**src/rtl/tmr_pkg.sv**
```systemverilog
package tmr_pkg;
  localparam logic [2:0] M_INT  = 3'd0;
  localparam logic [2:0] M_RATE = 3'd2;
  localparam logic [2:0] M_SQR  = 3'd3;
  localparam logic [2:0] M_STRB = 3'd4;

  localparam logic [1:0] RW_LATCH = 2'b00;
  localparam logic [1:0] RW_LSB   = 2'b01;
  localparam logic [1:0] RW_MSB   = 2'b10;

  typedef struct packed {
    logic modeWr;
    logic dataWr;
    logic dataRd;
    logic latchCnt;
    logic latchSts;
  } chanStb_t;
endpackage

```
**src/rtl/tmr_ctrl.sv**
```systemverilog
module tmr_ctrl
  import tmr_pkg::*;
#(
  parameter int ADDR_W = 8,
  parameter int BYTE_W = 8,
  parameter int NUM_CH = 3,
  parameter int BASE_ADDR = 'h40,
  parameter int SYS_ADDR = 'h61
) (
  input  logic              clk,
  input  logic              rstN,
  input  logic              busWr,
  input  logic              busRd,
  input  logic [ADDR_W-1:0] busAddr,
  input  logic [BYTE_W-1:0] busWrData,
  input  logic [BYTE_W-1:0] chanRdByte [NUM_CH],
  input  logic              gatedOut,
  output chanStb_t          stb [NUM_CH],
  output logic              gateCtl,
  output logic              outEnCtl,
  output logic [BYTE_W-1:0] busRdData
);
  localparam int SEL_W = 2;
  localparam logic [ADDR_W-1:0] CTRL_ADDR = ADDR_W'(BASE_ADDR + NUM_CH);
  localparam logic [ADDR_W-1:0] SYSP_ADDR = ADDR_W'(SYS_ADDR);

  logic [SEL_W-1:0] selField;
  logic [1:0]       rwField;
  logic             ctrlHit, sysHit, readBack;
  logic [NUM_CH-1:0] dataHit;
  logic [BYTE_W-1:0] rdNext;

  assign selField = busWrData[7:6];
  assign rwField  = busWrData[5:4];
  assign ctrlHit  = busAddr == CTRL_ADDR;
  assign sysHit   = busAddr == SYSP_ADDR;
  assign readBack = busWr && ctrlHit && (selField == 2'b11);

  always_comb begin
    for (int i = 0; i < NUM_CH; i++) begin
      dataHit[i] = busAddr == ADDR_W'(BASE_ADDR + i);
      stb[i].modeWr   = busWr && ctrlHit && selField == SEL_W'(i) && rwField != RW_LATCH;
      stb[i].latchCnt = (busWr && ctrlHit && selField == SEL_W'(i) && rwField == RW_LATCH)
                      || (readBack && !busWrData[5] && busWrData[1+i]);
      stb[i].latchSts = readBack && !busWrData[4] && busWrData[1+i];
      stb[i].dataWr   = busWr && dataHit[i];
      stb[i].dataRd   = busRd && dataHit[i];
    end
  end

  always_comb begin
    rdNext = '0;
    for (int i = 0; i < NUM_CH; i++)
      if (dataHit[i]) rdNext = chanRdByte[i];
    if (sysHit) rdNext = BYTE_W'({2'b00, gatedOut, 3'b000, outEnCtl, gateCtl});
  end

  always_ff @(posedge clk) begin
    if (!rstN) begin
      gateCtl   <= 1'b0;
      outEnCtl  <= 1'b0;
      busRdData <= '0;
    end else begin
      if (busWr && sysHit) begin
        gateCtl  <= busWrData[0];
        outEnCtl <= busWrData[1];
      end
      if (busRd) busRdData <= rdNext;
    end
  end

  p_one_data_wr_r2: assert property (@(posedge clk) disable iff (!rstN)
    $onehot0({stb[2].dataWr, stb[1].dataWr, stb[0].dataWr}));

  p_rd_hold_r12: assert property (@(posedge clk) disable iff (!rstN)
    !busRd |=> $stable(busRdData));
endmodule

```
**src/rtl/tmr_channel.sv**
```systemverilog
module tmr_channel
  import tmr_pkg::*;
#(
  parameter int CNT_W = 16,
  parameter int BYTE_W = 8
) (
  input  logic              clk,
  input  logic              rstN,
  input  logic              tick,
  input  chanStb_t          stb,
  input  logic [BYTE_W-1:0] wrByte,
  output logic [BYTE_W-1:0] rdByte,
  output logic              outLvl
);
  localparam int HI_W = CNT_W - BYTE_W;
  localparam logic [CNT_W-1:0] ONE = CNT_W'(1);
  localparam logic [CNT_W-1:0] TWO = CNT_W'(2);

  logic [2:0]       mode;
  logic [1:0]       rw;
  logic             bcd, nullCnt, pendLoad, running, armed;
  logic             wrHigh, rdHigh, cntLatched, stsLatched;
  logic [CNT_W-1:0] cr, ce, latchVal, crNext, srcCnt;
  logic [BYTE_W-1:0] stsVal, stsNow;
  logic             wrDone, modeOk, twoByte;

  assign modeOk  = mode == M_INT || mode == M_RATE || mode == M_SQR || mode == M_STRB;
  assign twoByte = !(rw == RW_LSB || rw == RW_MSB);
  assign stsNow  = {outLvl, nullCnt, rw, mode, bcd};

  always_comb begin
    wrDone = 1'b0;
    crNext = cr;
    if (stb.dataWr) begin
      if (rw == RW_LSB) begin
        crNext = {{HI_W{1'b0}}, wrByte};
        wrDone = 1'b1;
      end else if (rw == RW_MSB) begin
        crNext = {wrByte, {(CNT_W-HI_W){1'b0}}};
        wrDone = 1'b1;
      end else if (!wrHigh) begin
        crNext[BYTE_W-1:0] = wrByte;
      end else begin
        crNext[CNT_W-1:BYTE_W] = wrByte;
        wrDone = 1'b1;
      end
    end
  end

  always_ff @(posedge clk) begin
    if (!rstN) begin
      mode <= '0; rw <= '0; bcd <= 1'b0; nullCnt <= 1'b0;
      pendLoad <= 1'b0; running <= 1'b0; armed <= 1'b0;
      wrHigh <= 1'b0; rdHigh <= 1'b0; cntLatched <= 1'b0; stsLatched <= 1'b0;
      cr <= '0; ce <= '0; latchVal <= '0; stsVal <= '0; outLvl <= 1'b0;
    end else if (stb.modeWr) begin
      mode       <= wrByte[3:1];
      rw         <= wrByte[5:4];
      bcd        <= wrByte[0];
      nullCnt    <= 1'b1;
      outLvl     <= wrByte[3:1] != M_INT;
      pendLoad   <= 1'b0;
      running    <= 1'b0;
      wrHigh     <= 1'b0;
      rdHigh     <= 1'b0;
      cntLatched <= 1'b0;
      stsLatched <= 1'b0;
    end else begin
      if (stb.dataWr) begin
        cr     <= crNext;
        wrHigh <= !wrDone;
        if (wrDone) begin
          pendLoad <= 1'b1;
          nullCnt  <= 1'b1;
          running  <= 1'b0;
          if (mode == M_INT) outLvl <= 1'b0;
        end
      end else if (tick) begin
        if (pendLoad) begin
          ce       <= (mode == M_SQR) ? {cr[CNT_W-1:1], 1'b0} : cr;
          pendLoad <= 1'b0;
          nullCnt  <= 1'b0;
          running  <= 1'b1;
          armed    <= 1'b1;
          if (mode != M_INT) outLvl <= 1'b1;
        end else if (running && modeOk) begin
          case (mode)
            M_INT: begin
              ce <= ce - ONE;
              if (ce == ONE) outLvl <= 1'b1;
            end
            M_RATE: begin
              if (ce == TWO) begin
                ce <= ONE;
                outLvl <= 1'b0;
              end else if (ce == ONE) begin
                ce <= cr;
                outLvl <= 1'b1;
              end else begin
                ce <= ce - ONE;
              end
            end
            M_SQR: begin
              if (ce == TWO) begin
                ce <= {cr[CNT_W-1:1], 1'b0};
                outLvl <= !outLvl;
              end else begin
                ce <= ce - TWO;
              end
            end
            default: begin
              ce <= ce - ONE;
              if (armed && ce == ONE) begin
                outLvl <= 1'b0;
              end else if (armed && !outLvl) begin
                outLvl <= 1'b1;
                armed  <= 1'b0;
              end
            end
          endcase
        end
      end
      if (stb.latchSts && !stsLatched) begin
        stsVal     <= stsNow;
        stsLatched <= 1'b1;
      end
      if (stb.latchCnt && !cntLatched) begin
        latchVal   <= ce;
        cntLatched <= 1'b1;
      end
      if (stb.dataRd) begin
        if (stsLatched) begin
          stsLatched <= 1'b0;
        end else if (twoByte && !rdHigh) begin
          rdHigh <= 1'b1;
        end else begin
          rdHigh     <= 1'b0;
          cntLatched <= 1'b0;
        end
      end
    end
  end

  always_comb begin
    srcCnt = cntLatched ? latchVal : ce;
    if (stsLatched)                 rdByte = stsVal;
    else if (rw == RW_MSB)          rdByte = srcCnt[CNT_W-1:BYTE_W];
    else if (rw == RW_LSB)          rdByte = srcCnt[BYTE_W-1:0];
    else if (rdHigh)                rdByte = srcCnt[CNT_W-1:BYTE_W];
    else                            rdByte = srcCnt[BYTE_W-1:0];
  end

  p_mode0_hold_r3: assert property (@(posedge clk) disable iff (!rstN)
    (mode == M_INT && outLvl && !stb.modeWr && !stb.dataWr) |=> outLvl);

  p_strobe_once_r6: assert property (@(posedge clk) disable iff (!rstN)
    (mode == M_STRB && !armed && outLvl && !stb.modeWr) |=> outLvl);

  p_latch_stable_r7: assert property (@(posedge clk) disable iff (!rstN)
    (cntLatched && !stb.modeWr) |=> (!cntLatched || $stable(latchVal)));

  p_no_tick_hold_r10: assert property (@(posedge clk) disable iff (!rstN)
    (!tick && !stb.modeWr) |=> $stable(ce));

  p_null_clear_r2: assert property (@(posedge clk) disable iff (!rstN)
    (tick && pendLoad && !stb.modeWr && !stb.dataWr) |=> !nullCnt);
endmodule

```
**src/rtl/tmr_datapath.sv**
```systemverilog
module tmr_datapath
  import tmr_pkg::*;
#(
  parameter int NUM_CH = 3,
  parameter int CNT_W = 16,
  parameter int BYTE_W = 8,
  parameter int GATED_CH = 2
) (
  input  logic              clk,
  input  logic              rstN,
  input  logic              tickEn,
  input  chanStb_t          stb [NUM_CH],
  input  logic [BYTE_W-1:0] wrByte,
  input  logic              gateCtl,
  input  logic              outEnCtl,
  output logic [BYTE_W-1:0] chanRdByte [NUM_CH],
  output logic [NUM_CH-1:0] chanOut,
  output logic              spkOut
);
  logic [NUM_CH-1:0] chanTick;

  for (genvar i = 0; i < NUM_CH; i++) begin : g_ch
    if (i == GATED_CH) begin : g_gated
      assign chanTick[i] = tickEn && gateCtl;
    end else begin : g_free
      assign chanTick[i] = tickEn;
    end
    tmr_channel #(.CNT_W(CNT_W), .BYTE_W(BYTE_W)) i_chan (
      .clk(clk), .rstN(rstN), .tick(chanTick[i]), .stb(stb[i]),
      .wrByte(wrByte), .rdByte(chanRdByte[i]), .outLvl(chanOut[i])
    );
  end

  assign spkOut = chanOut[GATED_CH] && outEnCtl;

  p_spk_enable_r10: assert property (@(posedge clk) disable iff (!rstN)
    !outEnCtl |-> !spkOut);
endmodule

```
**src/rtl/tri_interval_timer.sv**
```systemverilog
module tri_interval_timer
  import tmr_pkg::*;
#(
  parameter int ADDR_W = 8,
  parameter int BYTE_W = 8,
  parameter int CNT_W = 16
) (
  input  logic              clk,
  input  logic              rstN,
  input  logic              tickEn,
  input  logic              busWr,
  input  logic              busRd,
  input  logic [ADDR_W-1:0] busAddr,
  input  logic [BYTE_W-1:0] busWrData,
  output logic [BYTE_W-1:0] busRdData,
  output logic              irqOut,
  output logic              picOut,
  output logic              spkOut
);
  localparam int NUM_CH = 3;
  localparam int GATED_CH = NUM_CH - 1;

  chanStb_t          stb [NUM_CH];
  logic [BYTE_W-1:0] chanRdByte [NUM_CH];
  logic [NUM_CH-1:0] chanOut;
  logic              gateCtl, outEnCtl;

  tmr_ctrl #(.ADDR_W(ADDR_W), .BYTE_W(BYTE_W), .NUM_CH(NUM_CH)) i_ctrl (
    .clk(clk), .rstN(rstN), .busWr(busWr), .busRd(busRd), .busAddr(busAddr),
    .busWrData(busWrData), .chanRdByte(chanRdByte), .gatedOut(chanOut[GATED_CH]),
    .stb(stb), .gateCtl(gateCtl), .outEnCtl(outEnCtl), .busRdData(busRdData)
  );

  tmr_datapath #(.NUM_CH(NUM_CH), .CNT_W(CNT_W), .BYTE_W(BYTE_W), .GATED_CH(GATED_CH)) i_dp (
    .clk(clk), .rstN(rstN), .tickEn(tickEn), .stb(stb), .wrByte(busWrData),
    .gateCtl(gateCtl), .outEnCtl(outEnCtl), .chanRdByte(chanRdByte),
    .chanOut(chanOut), .spkOut(spkOut)
  );

  assign irqOut = chanOut[0];
  assign picOut = chanOut[1];
endmodule

```
**config.mk**
```make
export PLATFORM = sky130hd
export DESIGN_NAME = tri_interval_timer
export DESIGN_NICKNAME = d
export VERILOG_FILES = /design/src/rtl/tmr_pkg.sv /design/src/rtl/tmr_ctrl.sv /design/src/rtl/tmr_channel.sv /design/src/rtl/tmr_datapath.sv /design/src/rtl/tri_interval_timer.sv
export SDC_FILE = /design/constraint.sdc
export NUM_CORES = 1
export LEC_CHECK = 0
export BUFFER_PORTS_ARGS = -buffer_cell sky130_fd_sc_hd__buf_4
export CELL_PAD_IN_SITES_DETAIL_PLACEMENT = 1
export CELL_PAD_IN_SITES_GLOBAL_PLACEMENT = 2
export CORE_MARGIN = 2
export CORE_UTILIZATION = 41
export CTS_CLUSTER_SIZE = 25
export DETAILED_ROUTE_END_ITERATION = 7
export PLACE_DENSITY_LB_ADDON = 0.1
export SKIP_CTS_REPAIR_TIMING = 1
export SLEW_MARGIN = 10
export SYNTH_ARGS = -nofsm -noshare
export SYNTH_HDL_FRONTEND = slang
export SYNTH_SLANG_ARGS = --single-unit
export TNS_END_PERCENT = 30
```
**constraint.sdc**
```tcl
create_clock -name clk -period 6.34 [get_ports clk]
set_input_delay 1.268 -clock clk [delete_from_list [all_inputs] [get_ports clk]]
set_output_delay 1.268 -clock clk [all_outputs]
set_load 0.03 [all_outputs]
```
# Yosys cells after proc, flatten, opt, wreduce, memory -nomap -nowiden
# Cells that the tools add are included.
[classes] magnitude_cmp=0 div_mod_pow=0 mul=0 eq_ne=53 bitwise_logic=10 addsub=6 n_reduce_logical=157 shift=0 muxes=177
[ops] operator="2-to-1 mux 16 bit" n=24
[ops] operator="2-to-1 mux 8 bit" n=22
[ops] operator="2-to-1 mux 1 bit" n=125
[ops] operator="case mux 16 bit (2 select lines)" n=3
[ops] operator="== test 16 x 1 -> 1 bit (second input constant)" n=3
[ops] operator="== test 16 x 2 -> 1 bit (second input constant)" n=3
[ops] operator="subtractor 16 x 1 -> 16 bit (second input constant)" n=3
[ops] operator="subtractor 16 x 2 -> 16 bit (second input constant)" n=3
[ops] operator="logical AND 1 bit" n=46
[ops] operator="AND reduction 7 bit" n=6
[ops] operator="== test 8 x 7 -> 1 bit (second input constant)" n=5
[ops] operator="nonzero test 3 bit" n=13
[ops] operator="AND reduction 3 bit" n=12
[ops] operator="inequality test 3 x 1 -> 1 bit (second input constant)" n=9
[ops] operator="nonzero test 2 bit" n=13
[ops] operator="AND reduction 2 bit" n=12
[ops] operator="nonzero test 7 bit" n=3
[ops] operator="zero test 1 bit" n=20
[ops] operator="== test 3 x 2 -> 1 bit (second input constant)" n=6
[ops] operator="logical OR 1 bit" n=15
[ops] operator="inequality test 5 x 4 -> 1 bit (second input constant)" n=3
[ops] operator="inequality test 2 x 1 -> 1 bit (second input constant)" n=6
[ops] operator="inequality test 4 x 3 -> 1 bit (second input constant)" n=3
[ops] operator="AND reduction 4 bit" n=3
[ops] operator="11 further kinds" n=42
[totals] n_memories=0 output_inout_bits=11 latch_bits=0 inputBits=21 mem_bits_ro=0 regBits=223 elab_cells=457 mem_bits_rw=0

# Logic depth before layout (Yosys ltp)
# Gate-level depths: netlist of the first run.
[depth] depth_word=11 ltp_mapped=10

# Hierarchy
# Synthesis of the first run repeated with hierarchy kept, for this count alone.
[unflattened] hier_cells=1764 hier_area_um2=13795.7
[modules_own_cells] mod="tmr_channel at i_dp.g_ch[1].i_chan ..." cells_each=548 n_inst=2 area_per_inst_um2=4259.1 seq_area_each_um2=1421.4
[modules_own_cells] mod="tmr_channel at i_dp.g_ch[0].i_chan" cells_each=553 n_inst=1 area_per_inst_um2=4456.8 seq_area_each_um2=1421.4
[modules_own_cells] mod="tmr_ctrl" cells_each=113 n_inst=1 area_per_inst_um2=808.3 seq_area_each_um2=200.2
[modules_own_cells] mod="tmr_datapath" cells_each=2 n_inst=1 area_per_inst_um2=12.5 seq_area_each_um2=0.0

# Least setup slack after synthesis of the first run
# No wires, ideal clock.
[synth_timing] path_kind="input to register" startpoint="input busAddr[5]" endpoint="register i_dp.g_ch[1].i_chan.latchVal[10]" t_arrival_ns=3.098 setup_time_ns=0.132 slack_ns=3.110 stages=8 required_time_ns=6.208 cell_sequence="or4b_1 nor3_2 nand2_1 or4_1 clkbuf_1 buf_2 nand2_1 a21oi_1"
[synth_via] elab_chain_len=8
[synth_rtl] item="start, declared" line="tri_interval_timer.sv:13" text="input logic [ADDR_W-1:0] busAddr,"
[synth_rtl] item="== test 8 x 7 -> 1 bit (*)" line="tmr_ctrl.sv:35" text="assign ctrlHit = busAddr == CTRL_ADDR;"
[synth_rtl] item="logical AND 1 bit (*)" line="tmr_ctrl.sv:37, tmr_ctrl.sv:42, tmr_ctrl.sv:43"
[synth_rtl] item="logical AND 1 bit" line="tmr_ctrl.sv:37" text="assign readBack = busWr && ctrlHit && (selField == 2'b11);"
[synth_rtl] item="logical AND 1 bit (2 in a row)" line="tmr_ctrl.sv:44" text="|| (readBack && !busWrData[5] && busWrData[1+i]);"
[synth_rtl] item="logical OR 1 bit" line="tmr_ctrl.sv:44"
[synth_rtl] item="logical AND 1 bit" line="tmr_channel.sv:127" text="if (stb.latchCnt && !cntLatched) begin"
[synth_rtl] item="AND reduction 2 bit (no line) (*)"
[synth_rtl] item="end signal, assigned" line="tmr_channel.sv:55" text="cr <= '0; ce <= '0; latchVal <= '0; stsVal <= '0; outLvl <= 1'b0;"
[synth_rtl] item="end signal, assigned" line="tmr_channel.sv:128" text="latchVal <= ce;"
[synth_rtl] item="end, declared" line="tmr_channel.sv:23" text="logic [CNT_W-1:0] cr, ce, latchVal, crNext, srcCnt;"
# Every way passes the cells marked *; elsewhere a longest branch is shown, timed or not.
# A chain may end at the register's enable or synchronous reset.

# Final worst setup path of the first run
[layout_timing] startpoint="input busAddr[5]" endpoint="register i_dp.g_ch[2].i_chan.latchVal[12]"
[layout_via] elab_chain_len=8
[layout_rtl] item="== test 8 x 7 -> 1 bit (*)" line="tmr_ctrl.sv:35"
[layout_rtl] item="logical AND 1 bit (*)" line="tmr_ctrl.sv:37, tmr_ctrl.sv:42, tmr_ctrl.sv:43"
[layout_rtl] item="logical AND 1 bit" line="tmr_ctrl.sv:37"
[layout_rtl] item="logical AND 1 bit (2 in a row)" line="tmr_ctrl.sv:44"
[layout_rtl] item="logical OR 1 bit" line="tmr_ctrl.sv:44"
[layout_rtl] item="logical AND 1 bit" line="tmr_channel.sv:127"
[layout_rtl] item="AND reduction 2 bit (no line) (*)"
[layout_rtl] item="end signal, assigned" line="tmr_channel.sv:55"
[layout_rtl] item="end signal, assigned" line="tmr_channel.sv:128"
[layout_rtl] item="end, declared" line="tmr_channel.sv:23"
# Marks and branches as above.

==> results of run 1 <==
## layer usage
layer	up-vias	track usage, %	wire length [µm]
met2	437	45.9	22100
met3	62	3.57	3330
met5	-	0	0
li1	6092	-	-
met1	6570	44.5	24000
met4	0	7.03	917
## state kept, by name (all words and copies together), names as in the netlist, 6 cells and up
name / cells
i_dp.g_ch.i_chan.ce: 48
i_ctrl.busRdData: 8
i_dp.g_ch.i_chan.cr: 48
i_dp.g_ch.i_chan.rw: 6
i_dp.g_ch.i_chan.mode: 9
i_dp.g_ch.i_chan.latchVal: 48
i_dp.g_ch.i_chan.stsVal: 24
## cell families (layout without fill, tap and decap cells)
logic type,count (synthesis),after routing,share of synthesized area [%]
buf+inv,168,135,5.18
fa+ha+maj,21,21,2.02
mux,44,44,5.69
simple gates,712,712,27.1
flops,223,223,34.3
xor+xnor,28,28,1.88
compound gates,493,493,23.9
## cell usage in the layout (no fill, tap or decap), types with 11 or more instances in the layout
master,netlist,layout
nand2_1,263,263
dfxtp_1,223,223
a21oi_1,207,207
nor2_1,135,135
nand3_1,102,102
o21ai_0,79,79
buf_4,1,44
nor3_1,40,39
inv_1,37,37
clkbuf_16,0,27
mux4_2,24,24
nand4_1,23,23
and3_1,23,23
ha_1,21,21
mux2i_1,20,20
a211oi_1,20,20
a31oi_1,18,18
o211ai_1,17,17
xnor2_1,17,17
a22oi_1,14,14
o221ai_1,14,14
o22ai_1,13,13
nor4_2,12,12
nand2b_1,12,12
xor2_1,11,11
## report_power, final
part | total [W] | switching [W] | leakage (nW) | internal (W)
Sequential | 0.00140 | 0.00000104 | 1.80 | 0.00140
Combinational | 0.000102 | 0.0000799 | 2.67 | 0.0000219
Clock | 0.00155 | 0.000636 | 0.436 | 0.000914
Total | 0.00306 | 0.000717 | 4.90 | 0.00234
## path summary, 6_finish.rpt
kind,from,endpoint,slack (ns),depth (start not counted)
worst max-delay path,busAddr[5],i_dp.g_ch[2].i_chan.latchVal[12]$_SDFFE_PN0P_,2.45,7
worst min-delay path,i_dp.g_ch[0].i_chan.latchVal[0]$_SDFFE_PN0P_,i_dp.g_ch[0].i_chan.latchVal[0]$_SDFFE_PN0P_,0.45,2
worst max register to register,i_dp.g_ch[2].i_chan.ce[3]$_SDFFE_PN0P_,i_dp.g_ch[2].i_chan.outLvl$_SDFFE_PN0P_,2.53,6
worst min register to register,i_dp.g_ch[0].i_chan.latchVal[0]$_SDFFE_PN0P_,i_dp.g_ch[0].i_chan.latchVal[0]$_SDFFE_PN0P_,0.45,2
## area by class of cell
type | count | area (µm²) | area share [%]
repair buffers | 45 | 350 | 2.46
clock buffers | 38 | 797 | 5.59
flip-flops and latches | 223 | 4460 | 31.3
inverters | 41 | 156 | 1.10
clock inverters | 11 | 95.1 | 0.667
multi-input cells | 1298 | 7890 | 55.3
well taps | 402 | 503 | 3.53
## worst min-delay path, delay by kind of cell, from the launching register on
family	cells	cell delay, ns
flip-flops	1	0.31
AND/OR/NAND/NOR	1	0.05
AO/OA/AOI/OAI	1	0.05
## stage by stage
step	setup slack [ns]	std cells
after floorplan	3.11	1689
after global placement	2.11	2009
after detailed placement	2.00	2009
after CTS	2.50	2058
after global routing	2.22	2058
final	2.45	2058
==> run_results.csv, run 1 <==
group,metric,value,unit
job,max-cap-violations,0,
global_route,grt_max_degree,73,
sta,finClkSkew,0.0126,ns
detailed_routing,drt_iter0_markers,1046,
logic_synthesis,synthCells,1689,
global_route,overflow,0,
finish,layout-drive-gt1-share,9.60,%
floorplan,die_x,182,µm
sta,worst_pin_slew,1.11,ns
placed_design,hpwl,35500,µm
logic_synthesis,synth_enable_flop_cells,0,
logic_synthesis,syn_area,13000,µm²
worst_setup_path,cp-end-kind,"register",
detailed_routing,drc,0,
worst_setup_path,cp_top_family,"simple AND/OR/NAND/NOR gates",
sta,rsz0062_at_grt,"no",
detailed_routing,wl_per_cell,24.5,µm
logic_synthesis,async_flop_share,0,%
detailed_routing,detail_route.wirelength,50300,µm
sta,setup_viol,0,
power_and_ir_drop,power_density,214,nW/µm²
worst_setup_path,crit_buf_inv,1,
cts,clkTransAtPathRegs,0.06,ns
logic_synthesis,ys_top_cells_by_area,"dfxtp_1 (34%), a21oi_1 (8.0%), nand2_1 (7.6%)",
finish,fin_nets,1678,
logic_synthesis,yosys-top-cells-count,"nand2_1 (263), dfxtp_1 (223), a21oi_1 (207), nor2_1 (135), clkbuf_1 (103)",
logic_synthesis,synth.avg_cell_area,7.71,µm²
floorplan,die_area,33200,µm²
global_route,grt_pass1_wl,78000,µm
logic_synthesis,synth_nets,1731,
sta,hold_violations,0,
detailed_routing,vias,13200,
min_path,hold_path_class,"register to register",
sta,hold_slack,0.451,ns
cts,cts_max_level,1,
logic_synthesis,synth_most_common_cell,"nand2_1",
placed_design,portBuffers,31,
floorplan,die_h,182,µm
worst_setup_path,cp-start-kind,"primary input",
logic_synthesis,netlist.area_leader.share,34.3,%
power_and_ir_drop,p_leak,4.90,nW
placed_design,place_area,13400,µm²
cts,clockBufferDepth,3,
worst_setup_path,critPathMaxStageDelay,0.90,ns
run_status,status,"complete, no violations",
cts,worstSkewPairLatency,0.53,ns
floorplan,initial_core_util,41.5,%
worst_setup_path,crit_arrival,4.34,ns
cts,cts_sinks,223,
sta,fmax,257,MHz
finish,fin_util,45.4,%
placed_design,gp_congestion,0.872,
power_and_ir_drop,power,0.00306,W
worst_setup_path,critPathSlowestCell,"nor2_1",
detailed_routing,ant_nets,0,
logic_synthesis,ys_warn_count,0,
detailed_routing,dr.pass1.iters,5,
finish,fin_area,14300,µm²
worst_setup_path,worstPathRequired,6.79,ns
power_and_ir_drop,peakVddDrop,0.173,mV
worst_setup_path,worstPathMaxFanout,16,
sta,tns,0,ns
logic_synthesis,yosysTopAreaCell,"dfxtp_1",
floorplan,coreArea,31400,µm²
sta,max-slew-margin-rel,25.3,%
floorplan,io_pins,32,
finish,fillers,3819,
global_route,gr-usage-all-layers,29.9,%
cts,cts.root.buffer_cell,"clkbuf_16",
worst_setup_path,path_class,"primary input to register",
finish,area_delta_synth_final,9.46,%
logic_synthesis,synth_ff_type,"dfxtp_1",
cts,tritoncts,"built",
cts,cts_made_buffers,27,
logic_synthesis,synth_cell_type_count,86,
detailed_routing,via_per_inst,6.40,
sta,maxSlewViolCount,0,
global_route,antenna_found_initial,0,
global_route,grt_pass1_vias,12900,
floorplan,row_count,65,
sta,fin_crit,3.89,ns
finish,diodes,0,
worst_setup_path,crit_chain,"buf_4, or4b_1, nor3_2, nand4b_1, nor2_1, nand2_1, a21oi_1",
sta,period_share,61.3,%
logic_synthesis,ys_ff_latch,223,
logic_synthesis,synth_seq_area_share,34.3,%
Power figures use the tool's default switching activity.
==> inputs of run 2 (changes only) <==
- CORE_UTILIZATION: 41 -> 38
- clock period: 6.34 -> 3.8 ns (I/O delays scaled with it)
==> run_results.csv, run 2 (synthesis gave the netlist of run 1 again) <==
group,metric,value,unit
run_status,status,"complete, no violations",
cts,cts.root.buffer_cell,"clkbuf_16",
job,max-cap-violations,0,
detailed_routing,drt_iter0_markers,1245,
worst_setup_path,reg2reg_depth,8,
cts,cts_sinks,223,
global_route,gr-usage-all-layers,28.6,%
worst_setup_path,cp-end-kind,"register",
power_and_ir_drop,p_int,0.00415,W
sta,max-slew-margin-rel,22.5,%
worst_setup_path,r2r_end,"i_dp.g_ch[2].i_chan.outLvl$_SDFFE_PN0P_",
power_and_ir_drop,p_leak,5.14,nW
detailed_routing,dr.pass1.iters,5,
worst_setup_path,cp_top_family,"simple AND/OR/NAND/NOR gates",
floorplan,die_x,189,µm
floorplan,die_area,35800,µm²
worst_setup_path,r2r_slack,0.71,ns
cts,cts_made_buffers,28,
global_route,grt_max_degree,69,
placed_design,portBuffers,31,
finish,top_regs,"i_dp.g_ch.i_chan.ce x48, i_dp.g_ch.i_chan.cr x48, i_dp.g_ch.i_chan.latchVal x48",
floorplan,coreArea,33600,µm²
power_and_ir_drop,switchingPower,0.00123,W
global_route,grt_pass1_vias,13100,
worst_setup_path,crit_buf_inv,1,
sta,hold_violations,0,
global_route,grt_pass1_wl,79800,µm
worst_setup_path,worstPathMaxFanout,7,
cts,cts_max_level,1,
finish,fillers,4042,
sta,worst_pin_slew,1.15,ns
placed_design,hpwl,37000,µm
min_path,hold_path_class,"register to register",
cts,clockBufferDepth,3,
floorplan,row_count,67,
finish,mostFrequentLayoutCell,"nand2_1",
power_and_ir_drop,power,0.00538,W
floorplan,initial_core_util,38.7,%
worst_setup_path,critPathMaxStageDelay,0.55,ns
detailed_routing,drc,0,
finish,fin_nets,1718,
finish,area_delta_synth_final,12.8,%
sta,maxSlewViolCount,0,
finish,diodes,0,
power_and_ir_drop,swShare,22.8,%
detailed_routing,via_per_inst,6.16,
power_and_ir_drop,pwr-share-clk,53.1,%
sta,fin_crit,3.09,ns
global_route,antenna_found_initial,0,
worst_setup_path,path_class,"register to register",
worst_setup_path,r2r_start,"i_dp.g_ch[2].i_chan.ce[0]$_SDFFE_PN0P_",
cts,clkTransAtPathRegs,0.06,ns
worst_setup_path,worstPathRequired,4.29,ns
placed_design,gp_congestion,0.884,
sta,tns,0,ns
finish,register_area,4460,µm²
detailed_routing,detail_route.wirelength,51100,µm
worst_setup_path,crit_end,"i_dp.g_ch[2].i_chan.outLvl$_SDFFE_PN0P_",
worst_setup_path,crit_chain,"inv_1, ha_1, nor4b_1, nand4_1, nand3_1, o221ai_1, or4_1, o211ai_1",
finish,final_cell_mix,"nand2_1 (263), dfxtp_1 (223), a21oi_1 (207)",
worst_setup_path,critPathSlowestCell,"or4_1",
cts,worstSkewPairLatency,0.57,ns
sta,period_share,81.3,%
detailed_routing,wl_per_cell,23.8,µm
power_and_ir_drop,share_seq_of_total_power,43.6,%
power_and_ir_drop,combPwrFrac,3.3,%
power_and_ir_drop,peakVddDrop,0.274,mV
sta,fmax,324,MHz
detailed_routing,ant_nets,0,
sta,setup_viol,0,
floorplan,io_pins,32,
worst_setup_path,crit_arrival,3.58,ns
cts,tritoncts,"built",
detailed_routing,vias,13200,
sta,rsz0062_at_grt,"no",
worst_setup_path,worst-path-stages,8,
power_and_ir_drop,power_density,366,nW/µm²
sta,finClkSkew,0.0112,ns
floorplan,die_h,189,µm
worst_setup_path,cp-start-kind,"register",
finish,layout-drive-gt1-share,11.6,%
worst_setup_path,crit_start,"i_dp.g_ch[2].i_chan.ce[0]$_SDFFE_PN0P_",
global_route,overflow,0,
finish,multi_input_area,7890,µm²
==> run 2: power groups by stage <==
stage          registers (W)   logic, W  clock network (W)
3_3_place_gp         0.00239   0.000174                  0
5_1_grt              0.00234   0.000188            0.00301
3_5_place_dp         0.00239   0.000175                  0
4_1_cts              0.00234   0.000176            0.00292
2_1_floorplan        0.00240  0.0000808                  0
6_report             0.00234   0.000178            0.00286
==> run 2: worst min path at each step <==
stage	from	endpoint	slack [ns]	cells past startpoint
finish	i_dp.g_ch[1].i_chan.latchVal[2]$_SDFFE_PN0P_	i_dp.g_ch[1].i_chan.latchVal[2]$_SDFFE_PN0P_	0.45	2
global route	i_dp.g_ch[2].i_chan.latchVal[3]$_SDFFE_PN0P_	i_dp.g_ch[2].i_chan.latchVal[3]$_SDFFE_PN0P_	0.47	2
CTS	i_dp.g_ch[2].i_chan.latchVal[3]$_SDFFE_PN0P_	i_dp.g_ch[2].i_chan.latchVal[3]$_SDFFE_PN0P_	0.45	2
detailed placement	i_dp.g_ch[2].i_chan.latchVal[3]$_SDFFE_PN0P_	i_dp.g_ch[2].i_chan.latchVal[3]$_SDFFE_PN0P_	0.44	2
global placement	i_dp.g_ch[0].i_chan.latchVal[15]$_SDFFE_PN0P_	i_dp.g_ch[0].i_chan.latchVal[15]$_SDFFE_PN0P_	0.43	2
floorplan	i_dp.g_ch[0].i_chan.cr[6]$_SDFFE_PN0P_	i_dp.g_ch[0].i_chan.cr[6]$_SDFFE_PN0P_	0.43	2
==> run 2: worst reg2reg max path: stages, from the launching register on <==
cell	delay, ns
dfxtp_1	0.41
inv_1	0.17
ha_1	0.28
nor4b_1	0.39
nand4_1	0.45
nand3_1	0.44
o221ai_1	0.22
or4_1	0.55
o211ai_1	0.10
==> run 2: layout make-up <==
cell class	instances	area share (%)
multi-input combinational	1298	53.7
timing repair buffer	84	4.38
clock buffer	39	5.60
sequential	223	30.4
clock inverter	10	1.04
inverter	41	1.06
tap	448	3.82
==> run 2: per-stage QoR <==
| step | setup WS, ns | cells | util, % | cell area (µm²) | hold slack, ns |
|---|---|---|---|---|---|
| after global routing | 0.356 | 2143 | 43.7 | 14700 | 0.471 |
| after CTS | 0.796 | 2143 | 43.7 | 14700 | 0.453 |
| final | 0.712 | 2143 | 43.7 | 14700 | 0.450 |
| after detailed placement | 0.569 | 2094 | 40.8 | 13700 | 0.445 |
| after floorplan | 1.08 | 1689 | - | 13000 | 0.428 |
| after global placement | 0.659 | 2094 | 40.8 | 13700 | 0.434 |
==> run 2: per-layer routing <==
layer / track usage, % / vias to the layer above / wire (µm)
met5: 0 / - / 0
met4: 7.18 / 0 / 1040
met3: 3.50 / 74 / 3180
met2: 43.6 / 416 / 22200
met1: 42.6 / 6519 / 24600
li1: - / 6184 / -
